==> config.mk <==
export PLATFORM = sky130hd
export DESIGN_NAME = xcvr_inv_latch
export DESIGN_NICKNAME = d
export VERILOG_FILES = /design/src/rtl/xcvr_pkg.sv /design/src/rtl/xcvr_latch_bank.sv /design/src/rtl/xcvr_drive_stage.sv /design/src/rtl/xcvr_path.sv /design/src/rtl/xcvr_inv_latch.sv
export SDC_FILE = /design/constraint.sdc
export NUM_CORES = 1
export LEC_CHECK = 0
export CORE_UTILIZATION = 43
export DETAILED_ROUTE_END_ITERATION = 10
export HOLD_SLACK_MARGIN = 0.08
export PLACE_DENSITY = 0.79
export SLEW_MARGIN = 20
export SYNTH_ARGS = -nofsm -noshare
export SYNTH_HDL_FRONTEND = slang
export SYNTH_HIERARCHICAL = 1
export SYNTH_SLANG_ARGS = --single-unit
==> constraint.sdc <==
create_clock -name clk -period 2.1 [get_ports clk]
set_input_delay 0.63 -clock clk [delete_from_list [all_inputs] [get_ports clk]]
set_output_delay 0.63 -clock clk [all_outputs]
set_load 0.05 [all_outputs]
==> src/rtl/xcvr_pkg.sv <==
// Shared types for the inverting latched transceiver.
// Assumes two directions, indexed by dir_e.
package xcvr_pkg;
    localparam int DIRS = 2;

    typedef enum logic {
        DIR_AB = 1'b0,
        DIR_BA = 1'b1
    } dir_e;

    // Active-low controls belonging to one direction
    typedef struct packed {
        logic en_n;
        logic le_n;
        logic oe_n;
    } ctl_t;
endpackage

==> src/rtl/xcvr_latch_bank.sv <==
// Storage for one direction, modelled as a clocked latch.
// The bank is open when en_n and le_n are both low. While it is open,
// view follows din in the same cycle, and store takes din at each edge.
// Once the bank is closed, view shows the stored value.
// Assumes: rst_n is synchronous and active low.
module xcvr_latch_bank #(
    parameter int WIDTH = 8
) (
    input  logic             clk,
    input  logic             rst_n,
    input  xcvr_pkg::ctl_t   ctl,
    input  logic [WIDTH-1:0] din,
    output logic [WIDTH-1:0] view
);
    logic             open_w;
    logic [WIDTH-1:0] store;

    // Open condition: both gating controls low
    always_comb open_w = !ctl.en_n && !ctl.le_n;

    // One storage cell per bit, written only while the bank is open
    for (genvar i = 0; i < WIDTH; i++) begin : g_cell
        always_ff @(posedge clk) begin
            if (!rst_n)
                store[i] <= 1'b0;
            else if (open_w)
                store[i] <= din[i];
        end
    end

    // Output view: bypass while open, stored value otherwise
    always_comb view = open_w ? din : store;


    hold_chk: assert property (@(posedge clk) disable iff (!rst_n)
        ($past(rst_n) && ($past(ctl.en_n) || $past(ctl.le_n))) |-> $stable(store));


    load_chk: assert property (@(posedge clk) disable iff (!rst_n)
        ($past(rst_n) && !$past(ctl.en_n) && !$past(ctl.le_n)) |-> (store == $past(din)));


    clear_chk: assert property (@(posedge clk) disable iff (!rst_n)
        !$past(rst_n) |-> (store == '0));
endmodule

==> src/rtl/xcvr_drive_stage.sv <==
// Output stage for one direction: inverts the bank view and gates it.
// Drives only when en_n and oe_n are both low. Otherwise the drive
// flag is low and the data bus is held at zero.
// Assumes: purely combinational, no storage.
module xcvr_drive_stage #(
    parameter int WIDTH = 8
) (
    input  xcvr_pkg::ctl_t   ctl,
    input  logic [WIDTH-1:0] view,
    output logic [WIDTH-1:0] dout,
    output logic             drive
);
    // Drive condition and inverted, gated data
    always_comb begin
        drive = !ctl.en_n && !ctl.oe_n;
        dout  = drive ? ~view : '0;
    end
endmodule

==> src/rtl/xcvr_path.sv <==
// One direction of the transceiver: a latch bank followed by a drive stage.
// Assumes: the controls come straight from the block's ports.
module xcvr_path #(
    parameter int WIDTH = 8
) (
    input  logic             clk,
    input  logic             rst_n,
    input  xcvr_pkg::ctl_t   ctl,
    input  logic [WIDTH-1:0] din,
    output logic [WIDTH-1:0] dout,
    output logic             drive
);
    logic [WIDTH-1:0] view;

    xcvr_latch_bank #(.WIDTH(WIDTH)) i_bank (
        .clk   (clk),
        .rst_n (rst_n),
        .ctl   (ctl),
        .din   (din),
        .view  (view)
    );

    xcvr_drive_stage #(.WIDTH(WIDTH)) i_drv (
        .ctl   (ctl),
        .view  (view),
        .dout  (dout),
        .drive (drive)
    );
endmodule

==> src/rtl/xcvr_inv_latch.sv <==
// Top level: two independent inverting latched paths between ports A and B.
// The A-to-B path reads a_din and drives b_dout. The B-to-A path reads
// b_din and drives a_dout. Assumes: synchronous active-low reset.
module xcvr_inv_latch #(
    parameter int WIDTH = 8
) (
    input  logic             clk,
    input  logic             rst_n,
    input  logic             ab_en_n,
    input  logic             ab_le_n,
    input  logic             ab_oe_n,
    input  logic             ba_en_n,
    input  logic             ba_le_n,
    input  logic             ba_oe_n,
    input  logic [WIDTH-1:0] a_din,
    output logic [WIDTH-1:0] a_dout,
    output logic             a_drive,
    input  logic [WIDTH-1:0] b_din,
    output logic [WIDTH-1:0] b_dout,
    output logic             b_drive
);
    import xcvr_pkg::*;

    ctl_t             ctl_arr  [DIRS];
    logic [WIDTH-1:0] din_arr  [DIRS];
    logic [WIDTH-1:0] dout_arr [DIRS];
    logic             drv_arr  [DIRS];

    // Gather each direction's controls and source data
    always_comb begin
        ctl_arr[DIR_AB] = '{en_n: ab_en_n, le_n: ab_le_n, oe_n: ab_oe_n};
        ctl_arr[DIR_BA] = '{en_n: ba_en_n, le_n: ba_le_n, oe_n: ba_oe_n};
        din_arr[DIR_AB] = a_din;
        din_arr[DIR_BA] = b_din;
    end

    // One path per direction
    for (genvar d = 0; d < DIRS; d++) begin : g_dir
        xcvr_path #(.WIDTH(WIDTH)) i_path (
            .clk   (clk),
            .rst_n (rst_n),
            .ctl   (ctl_arr[d]),
            .din   (din_arr[d]),
            .dout  (dout_arr[d]),
            .drive (drv_arr[d])
        );
    end

    // Route each path to the opposite port
    always_comb begin
        b_dout  = dout_arr[DIR_AB];
        b_drive = drv_arr[DIR_AB];
        a_dout  = dout_arr[DIR_BA];
        a_drive = drv_arr[DIR_BA];
    end


    freeze_ab_chk: assert property (@(posedge clk) disable iff (!rst_n)
        ($past(rst_n) && b_drive && ab_le_n && $past(b_drive) && $past(ab_le_n))
        |-> $stable(b_dout));


    invert_ab_chk: assert property (@(posedge clk) disable iff (!rst_n)
        (b_drive && !ab_le_n) |-> (b_dout == ~a_din));


    invert_ba_chk: assert property (@(posedge clk) disable iff (!rst_n)
        (a_drive && !ba_le_n) |-> (a_dout == ~b_din));


    quiet_port_chk: assert property (@(posedge clk) disable iff (!rst_n)
        (!a_drive |-> a_dout == '0) and (!b_drive |-> b_dout == '0));
endmodule

# After elaboration in Yosys (flattened, before gate mapping)
# Cells that the tools add are included.
dict set report classes {
  n_mux 4
  bitwise_logic 2
  n_reduce_logical 10
}
# operator n
set op_table {}
lappend op_table {{8-bit 2-to-1 mux} 4}
lappend op_table {{8-bit inverter} 2}
lappend op_table {{1-bit zero test} 6}
lappend op_table {{1-bit logical AND} 4}
dict set report word_totals {
  ff_bits 16
}

# Logic depth before layout (Yosys ltp)
# Gate-level depths: netlist of the first run.
dict set report depth {
  depth_word 5
  depth_mapped 4
  ltp_nobuf 3
}

# By module
# The synthesis of the first run kept the hierarchy.
# module area_per_inst_um2 seq_area_each_um2 instances cells_each
set by_module_without_submodules {}
lappend by_module_without_submodules {xcvr_latch_bank 439.2 160.2 2 44}
lappend by_module_without_submodules {xcvr_drive_stage 112.6 0.0 2 11}

# Worst setup path after synthesis of the first run
# Ideal clock, no wire load.
dict set report synth_path {
  path_type {input to output}
  startpoint {input ba_le_n}
  endpoint {output a_dout[5]}
  n_path_buf 1
  path_slack_ps -429
  path_stages 4
  required_ps 1470
  arrival_time_ps 1899
  path_cell_list {nor2_4 -> buf_12 -> mux2_4 -> nor3_2}
}
dict set report synth_between {
  elab_chain_len 5
}
# item line
set synth_lines {}
lappend synth_lines {{from (decl)} xcvr_inv_latch.sv:13} ;# input logic ba_le_n,
lappend synth_lines {{1-bit zero test} xcvr_latch_bank.sv:19} ;# always_comb open_w = !ctl.en_n && !ctl.le_n;
lappend synth_lines {{1-bit logical AND} xcvr_latch_bank.sv:19}
lappend synth_lines {{8-bit 2-to-1 mux} xcvr_latch_bank.sv:32} ;# always_comb view = open_w ? din : store;
lappend synth_lines {{via g_dir[1].i_path.view[5]} xcvr_path.sv:13} ;# logic [WIDTH-1:0] view;
lappend synth_lines {{8-bit inverter} xcvr_drive_stage.sv:16} ;# dout = drive ? ~view : '0;
lappend synth_lines {{8-bit 2-to-1 mux} xcvr_drive_stage.sv:16}
lappend synth_lines {{to (decl)} xcvr_inv_latch.sv:16} ;# output logic [WIDTH-1:0] a_dout,
# The timed path passes the listed nets, and every way through them passes these cells.

# Final worst setup path of the first run
dict set report layout_path {
  startpoint {input ba_en_n}
  endpoint {output a_dout[4]}
}
dict set report layout_between {
  elab_chain_len 5
  word_cells_on_any_way 6
}
# item line
set layout_lines {}
lappend layout_lines {{from (decl)} xcvr_inv_latch.sv:12} ;# input logic ba_en_n,
lappend layout_lines {{1-bit zero test} xcvr_latch_bank.sv:19}
lappend layout_lines {{1-bit logical AND} xcvr_latch_bank.sv:19}
lappend layout_lines {{8-bit 2-to-1 mux} xcvr_latch_bank.sv:32}
lappend layout_lines {{via g_dir[1].i_path.view[4]} xcvr_path.sv:13}
lappend layout_lines {{8-bit inverter} xcvr_drive_stage.sv:16}
lappend layout_lines {{8-bit 2-to-1 mux} xcvr_drive_stage.sv:16}
# The timed path passes the listed nets, and every way through them passes these cells.

==> results.txt, run 1 <==
Post-Synth Adder-Cell Area - 0%
Num CTS Buffers - 3
most common cell after layout, fill and taps aside - nand2_1
Worst Skew - 0 ps
via count - 1159
Clock Latency Late Sink - 300 ps
Die H - 52.7 um
setup_tns - -3560 ps
Least-Margin Pin Slew - 327 ps
crit-path cells - buf_8, nor2_4, buf_12, buf_12, mux2_4, nor3_4, buf_12
CTS Buffer Depth - 2
gr ovfl total - 0
worst path required time - 1470 ps
DRC viols - 0
Syn Inst Count - 110
post-route setup slack - -274 ps
P&R area growth vs syn - 96.9%
PwrDens - 473 mW/mm2
Die W - 52.7 um
DP HPWL - 2110 um
nature of the critical path endpoint - primary output
IO Count - 42
startpoint class of the critical path - input pin
Synth Warn # - 6
Max-Cap Viols - 0
Highest Clock Rate - 421 MHz
vias in the first global route - 1159
cell area after synthesis - 0.00110 mm2
H-tree Lvls - 1
biggest regs - g_dir.i_path/i_bank/store x16
max_slew headroom - 78.2%
largest stage delay on the critical path - 310 ps
P_leak - 0.981 nW
critical path class - in2out
# diodes - 0
Slew Viols, Final - 0
Post-Syn Nets - 134
Via density - 5.74
multiplexer share of the synthesized area - 32.2%
All-Layer GR Usage - 33.2%
most frequent cells in the layout - 32 x nand2_1, 23 x buf_12, 18 x buf_4
nets - 199
CP max stage cell - mux2_4
DR WL/cell - 23.3 um
CTS sink count - 16
Fin. Hold Viols - 0
CTS clk-pin slew, worst paths - 110 ps
CP max FO - 4
Final setup viols - 16
clk root buf - clkbuf_4
drt pass-1 iters - 4
Min Clock Period, post-route - 2370 ps
Initial Utilization - 47.6%
crit path buf inv count - 4
drt total wl - 4710 um
Synth cell types - 13
Synth Area in XOR/XNOR - 0%
VDD IR max - 488 uV
Seq/Total Area, Yosys - 29.0%
Largest register FFs - 16
main combinational cell family by area after synthesis - multiplexers
total die area - 0.00277 mm2
largest net degree at the start of global routing - 33
Compound-Gate Fraction of Synth Area - 0%
Syn Area/Cell - 10.0 um2
core area - 0.00232 mm2
total power - 1.03 mW
layout cell share with drive strength beyond 1 - 52.9%
Hold Path Class - reg2reg
post-synthesis simple-gate area fraction - 29.3%
final worst path period share - 113%
arrival time at the worst endpoint - 1740 ps
antenna violations before repair - 0
failing checks - negative setup slack
FILL cells - 64
status - finished with violations
DRT iter0 DRCs - 39
PortBufs - 41
global-route wire length before repair - 6260 um
DRT antenna net count - 0
Most flops, register - g_dir.i_path/i_bank/store
RSZ-0062 raised after global routing - yes
GPL Wtd Cong - 0.732
Yosys reg bits - 16
CP delay by family, top - buffers and inverters
most used cell, CP - buf_12
Row Count - 17
CTS tree - done
-- worst paths after layout --
| kind | startpoint | to | slack [ps] | depth (start not counted) |
|---|---|---|---|---|
| max | ba_en_n | a_dout[4] | -270 | 7 |
| min | g_dir[0].i_path/i_bank/store[4]$_SDFFE_PN0P_ | g_dir[0].i_path/i_bank/store[4]$_SDFFE_PN0P_ | 490 | 2 |
| max reg2reg | g_dir[0].i_path/i_bank/store[2]$_SDFFE_PN0P_ | g_dir[0].i_path/i_bank/store[2]$_SDFFE_PN0P_ | 1360 | 2 |
| min reg2reg | g_dir[0].i_path/i_bank/store[4]$_SDFFE_PN0P_ | g_dir[0].i_path/i_bank/store[4]$_SDFFE_PN0P_ | 490 | 2 |
-- routing by layer --
metal	GRT usage, %	vias up	share of wire [%]
li1	-	506	-
met1	38.8	577	39
met2	59.5	62	53
met3	4.93	14	6.3
met4	13.2	0	1.9
met5	0	-	0
-- repair_timing --
item,4_1_cts,5_1_grt
hold endpoints to repair,0,0
gates cloned,3,0
buffers inserted,10,6
hold buffers,0,0
setup endpoints to repair,18,18
gates resized for setup,41,18
pin swaps,7,10
-- where the power goes --
| group | leakage, nW | internal (mW) | switching [mW] |
|---|---|---|---|
| logic | 0.829 | 0.248 | 0.229 |
| clock network | 0.0210 | 0.106 | 0.115 |
| registers | 0.131 | 0.319 | 0.0120 |
| total | 0.981 | 0.673 | 0.355 |
-- layout make-up --
| cell class | instances | area, um2 | area share [%] |
|---|---|---|---|
| clock buffer | 4 | 36.3 | 1.67 |
| multi-input combinational | 84 | 826 | 38.0 |
| sequential | 16 | 320 | 14.7 |
| timing repair buffer | 70 | 956 | 44.0 |
| tap | 28 | 35.0 | 1.61 |
-- synth_stat cells --
library cell | number | area share, %
buf_6 | 4 | 4.1
dfxtp_1 | 16 | 29
nor2_4 | 2 | 2.0
nor3_4 | 2 | 2.9
nor3_2 | 14 | 13
mux2_2 | 12 | 12
mux2_4 | 4 | 5.4
buf_12 | 2 | 3.6
clkbuf_2 | 2 | 0.91
mux2i_1 | 16 | 15
buf_2 | 2 | 0.91
nand2_1 | 32 | 11
nor2_1 | 2 | 0.68
-- worst register-to-register path, cell delays in order (launching register included) --
cell     delay [ps]
dfxtp_1         390
nand2_1         120
mux2i_1         160
-- through the flow --
step	hold slack (ps)	worst slack, ps	cell area (um2)	cells	utilization, %
after floorplan	432	-237	1190	110	-
after global placement	442	-562	1860	182	80.2
after detailed placement	450	-619	1860	182	80.2
after CTS	466	-311	2150	199	92.7
after global routing	485	-299	2170	202	93.7
final	485	-274	2170	202	93.7
-- cells by family (layout without fill, tap and decap cells) --
kind of cell  count (synthesis)  in the layout
flops                        16             16
buf+inv                      10             74
mux                          32             32
simple gates                 52             52
No activity file was read; power rests on OpenSTA's default activity.
==> run 2: changes to the inputs <==
--- a/config.mk
+++ b/config.mk
@@ -5,7 +5,8 @@
 export SDC_FILE = /design/constraint.sdc
 export NUM_CORES = 1
 export LEC_CHECK = 0
-export CORE_UTILIZATION = 43
+export ABC_AREA = 1
+export CORE_UTILIZATION = 41
 export DETAILED_ROUTE_END_ITERATION = 10
 export HOLD_SLACK_MARGIN = 0.08
 export PLACE_DENSITY = 0.79
==> run 2 against run 1 <==
Compared with the run above:
- the flow now stops in clock tree synthesis (4_1_cts)
- synthesized cell count rose by 42%
- area after synthesis fell by 15%
==> results.txt, run 2 <==
status - stopped before the end
Fail Step - clock tree synthesis (4_1_cts)
Error - [ERROR DPL-0038] Utilization greater than 100%, impossible to legalize
Seq/Total Area, Yosys - 34.2%
FFs w/ async S/R, synth - 0%
IO Count - 42
Initial Utilization - 45.4%
Die W - 49.8 um
Yosys top cell by area - dfxtp_1
largest cells by area after synthesis - dfxtp_1 34%, inv_1 21%, nand2_1 13%, nor2_2 11%, o21ai_0 8.6%
cell area after synthesis - 936 um2
placed insts - 245
Syn Inst Count - 156
commonest cells in the netlist - 52 x inv_1, 32 x nand2_1
CTS sink count - 16
count leader, synth - inv_1
DP HPWL - 2210 um
PortBufs - 41
clk root buf - clkbuf_4
Synth Warn # - 6
CTS Hold Bufs - 0
Post-Syn Nets - 180
number of synthesized flops with an enable pin - 0
Row Count - 16
CTS Buffer Depth - 2
Yosys reg bits - 16
share of the synthesized area in the top cell type - 34.2%
GPL Wtd Cong - 0.805
H-tree Lvls - 1
Post-CTS Resized - 86
Num CTS Buffers - 3
Syn Area/Cell - 6.00 um2
Synth cell types - 9
Die H - 49.8 um
Post-synth top flop - dfxtp_1
Post-CTS Setup Bufs - 52
[run 2: stage by stage]
step,hold slack [ps],cell area [um2],setup WS (ps)
after detailed placement,560,1720,-464
after global placement,536,1720,-387
after floorplan,517,936,81.0
[run 2: cells by family after synthesis]
logic type,after synthesis,share of synthesized area [%]
and+or+nand+nor,68,34.8
buffers and inverters,56,22.5
DFF,16,34.2
AOI/OAI and AO/OA,16,8.56
==> run 3: changes to the inputs <==
--- a/config.mk
+++ b/config.mk
@@ -6,10 +6,10 @@
 export NUM_CORES = 1
 export LEC_CHECK = 0
 export ABC_AREA = 1
-export CORE_UTILIZATION = 41
+export CORE_AREA = 2 2 63 65
 export DETAILED_ROUTE_END_ITERATION = 10
-export HOLD_SLACK_MARGIN = 0.08
-export PLACE_DENSITY = 0.79
+export DIE_AREA = 0 0 65 67
+export PLACE_DENSITY_LB_ADDON = 0.15
 export SLEW_MARGIN = 20
 export SYNTH_ARGS = -nofsm -noshare
 export SYNTH_HDL_FRONTEND = slang
==> run 3 against run 2 <==
Compared with the run above:
- the flow now finishes, with violations (negative setup slack)
- area after synthesis did not move
- synthesized cell count unchanged
==> results.txt, run 3 <==
status - finished with violations
failing checks - negative setup slack
Min Clock Period, post-route - 2110 ps
Design Area, Final - 0.00241 mm2
post-synthesis simple-gate area fraction - 34.8%
CTS sink count - 16
share of the synthesized area in the top cell type - 34.2%
reg-to-reg setup timing slack - 440 ps
total die area - 0.00436 mm2
hold depth - 4
Initial Utilization - 26.0%
Largest register FFs - 16
vias in the first global route - 1450
All-Layer GR Usage - 17.1%
global-route wire length before repair - 5840 um
R2R depth - 12
number of synthesized flops with an enable pin - 0
main combinational cell family by area after synthesis - simple AND/OR/NAND/NOR gates
Slew Viols, Final - 0
# diodes - 0
Seq/Total Area, Yosys - 34.2%
Most flops, register - g_dir.i_path/i_bank/store
arrival time at the worst endpoint - 1480 ps
Worst Skew - 0 ps
Yosys top cell by area - dfxtp_1
DP HPWL - 2050 um
commonest cells in the netlist - 52 x inv_1, 32 x nand2_1
P&R area growth vs syn - 157%
Hold Path Class - reg2reg
Synth Warn # - 6
Synth Area in XOR/XNOR - 0%
most frequent cells in the layout - 81 x buf_4, 36 x inv_1, 20 x nand2_2, 19 x inv_2
FILL cells - 303
CTS clk-pin slew, worst paths - 60 ps
CTS tree - done
most common cell after layout, fill and taps aside - buf_4
GPL Wtd Cong - 0.767
placed insts - 267
DRT iter0 DRCs - 46
hold slack - 568 ps
H-tree Lvls - 1
Highest Clock Rate - 475 MHz
DP Worst Slack - -448 ps
multiplexer share of the synthesized area - 0%
critical path class - in2out
drt total wl - 3660 um
area post-placement - 0.00175 mm2
RSZ-0062 raised after global routing - yes
CTS Buffer Depth - 2
Layout Cells excl Fill - 333
Row Count - 22
cell area after synthesis - 936 um2
count leader, synth - inv_1
Fin. Hold Viols - 0
CTS Hold Bufs - 0
Die W - 65 um
Clock Latency Late Sink - 240 ps
Post-Syn Nets - 180
final worst path period share - 100%
nature of the critical path endpoint - primary output
startpoint class of the critical path - input pin
Least-Margin Pin Slew - 284 ps
Yosys reg bits - 16
via count - 1354
clk root buf - clkbuf_8
Post-synth top flop - dfxtp_1
total power - 1.20 mW
drt pass-1 iters - 4
Compound-Gate Fraction of Synth Area - 8.56%
worst path required time - 1470 ps
gr ovfl total - 0
CP max FO - 8
post-route setup slack - -6.29 ps
Via density - 4.07
Post-Synth Adder-Cell Area - 0%
P_leak - 1.25 nW
Syn Inst Count - 156
IO Count - 42
DRC viols - 0
max_slew headroom - 81.1%
largest net degree at the start of global routing - 10
Synth cell types - 9
layout cell share with drive strength beyond 1 - 59.6%
Final setup viols - 2
nets - 310
Max-Cap Viols - 0
FFs w/ async S/R, synth - 0%
Syn Area/Cell - 6.00 um2
PwrDens - 498 mW/mm2
PortBufs - 41
Die H - 67 um
largest cells by area after synthesis - dfxtp_1 34%, inv_1 21%, nand2_1 13%, nor2_2 11%, o21ai_0 8.6%
DRT antenna net count - 0
biggest regs - g_dir.i_path/i_bank/store x16
antenna violations before repair - 0
Num CTS Buffers - 3
DR WL/cell - 11.0 um
VDD IR max - 239 uV
core area - 0.00361 mm2
-- run 3: cell counts after synthesis --
No cell type changed its count.
-- run 3: cell families (layout without fill, tap and decap cells) --
group	after synthesis	count (layout)
buf+inv	56	183
compound gates	16	16
flops	16	16
simple gates	68	70
-- run 3: through the flow --
step | util (%) | TNS [ps]
after global placement | 48.6 | -7000
after global routing | 66.8 | -607
after detailed placement | 48.6 | -7230
final | 66.8 | -7.24
after CTS | 65.3 | 0
after floorplan | - | 0
-- run 3: final timing paths --
kind | startpoint | end
min reg2reg | g_dir[1].i_path/i_bank/store[3]$_SDFFE_PN0P_ | g_dir[1].i_path/i_bank/store[3]$_SDFFE_PN0P_
min | g_dir[1].i_path/i_bank/store[3]$_SDFFE_PN0P_ | g_dir[1].i_path/i_bank/store[3]$_SDFFE_PN0P_
max reg2reg | g_dir[0].i_path/i_bank/store[4]$_SDFFE_PN0P_ | g_dir[0].i_path/i_bank/store[4]$_SDFFE_PN0P_
max | ba_le_n | a_dout[1]
-- run 3: routing by layer --
metal	vias to the layer above	wire [um]	GRT usage, %
met3	4	127	2.20
met4	0	48	6.65
li1	694	-	-
met2	26	2050	34.9
met5	-	0	0
met1	630	1440	17.3
-- run 3: final cells by class --
| class | count | area [um2] | area share (%) |
|---|---|---|---|
| tap | 48 | 60.1 | 2.49 |
| multi-input combinational | 86 | 576 | 23.9 |
| sequential | 16 | 320 | 13.3 |
| clock buffer | 4 | 55.1 | 2.29 |
| timing repair buffer | 123 | 1180 | 49.2 |
| inverter | 56 | 213 | 8.84 |
-- run 3: critical path: stages --
cell     delay [ps]
buf_8           110
nor2_4          240
nand2_1         110
nand2_2          80
inv_2            50
nor2_4          120
buf_12          140
-- run 3: what timing repair did --
item,4_1_cts,5_1_grt
cloned,2,0
pin swaps,38,10
setup buffers,60,0
endpoints found under the setup margin,18,21
gates resized for setup,81,28
-- run 3: power by group --
part	internal (mW)	switching, mW	leakage (nW)
Clock	0.166	0.102	0.0288
Combinational	0.326	0.275	1.09
Sequential	0.324	0.00545	0.132
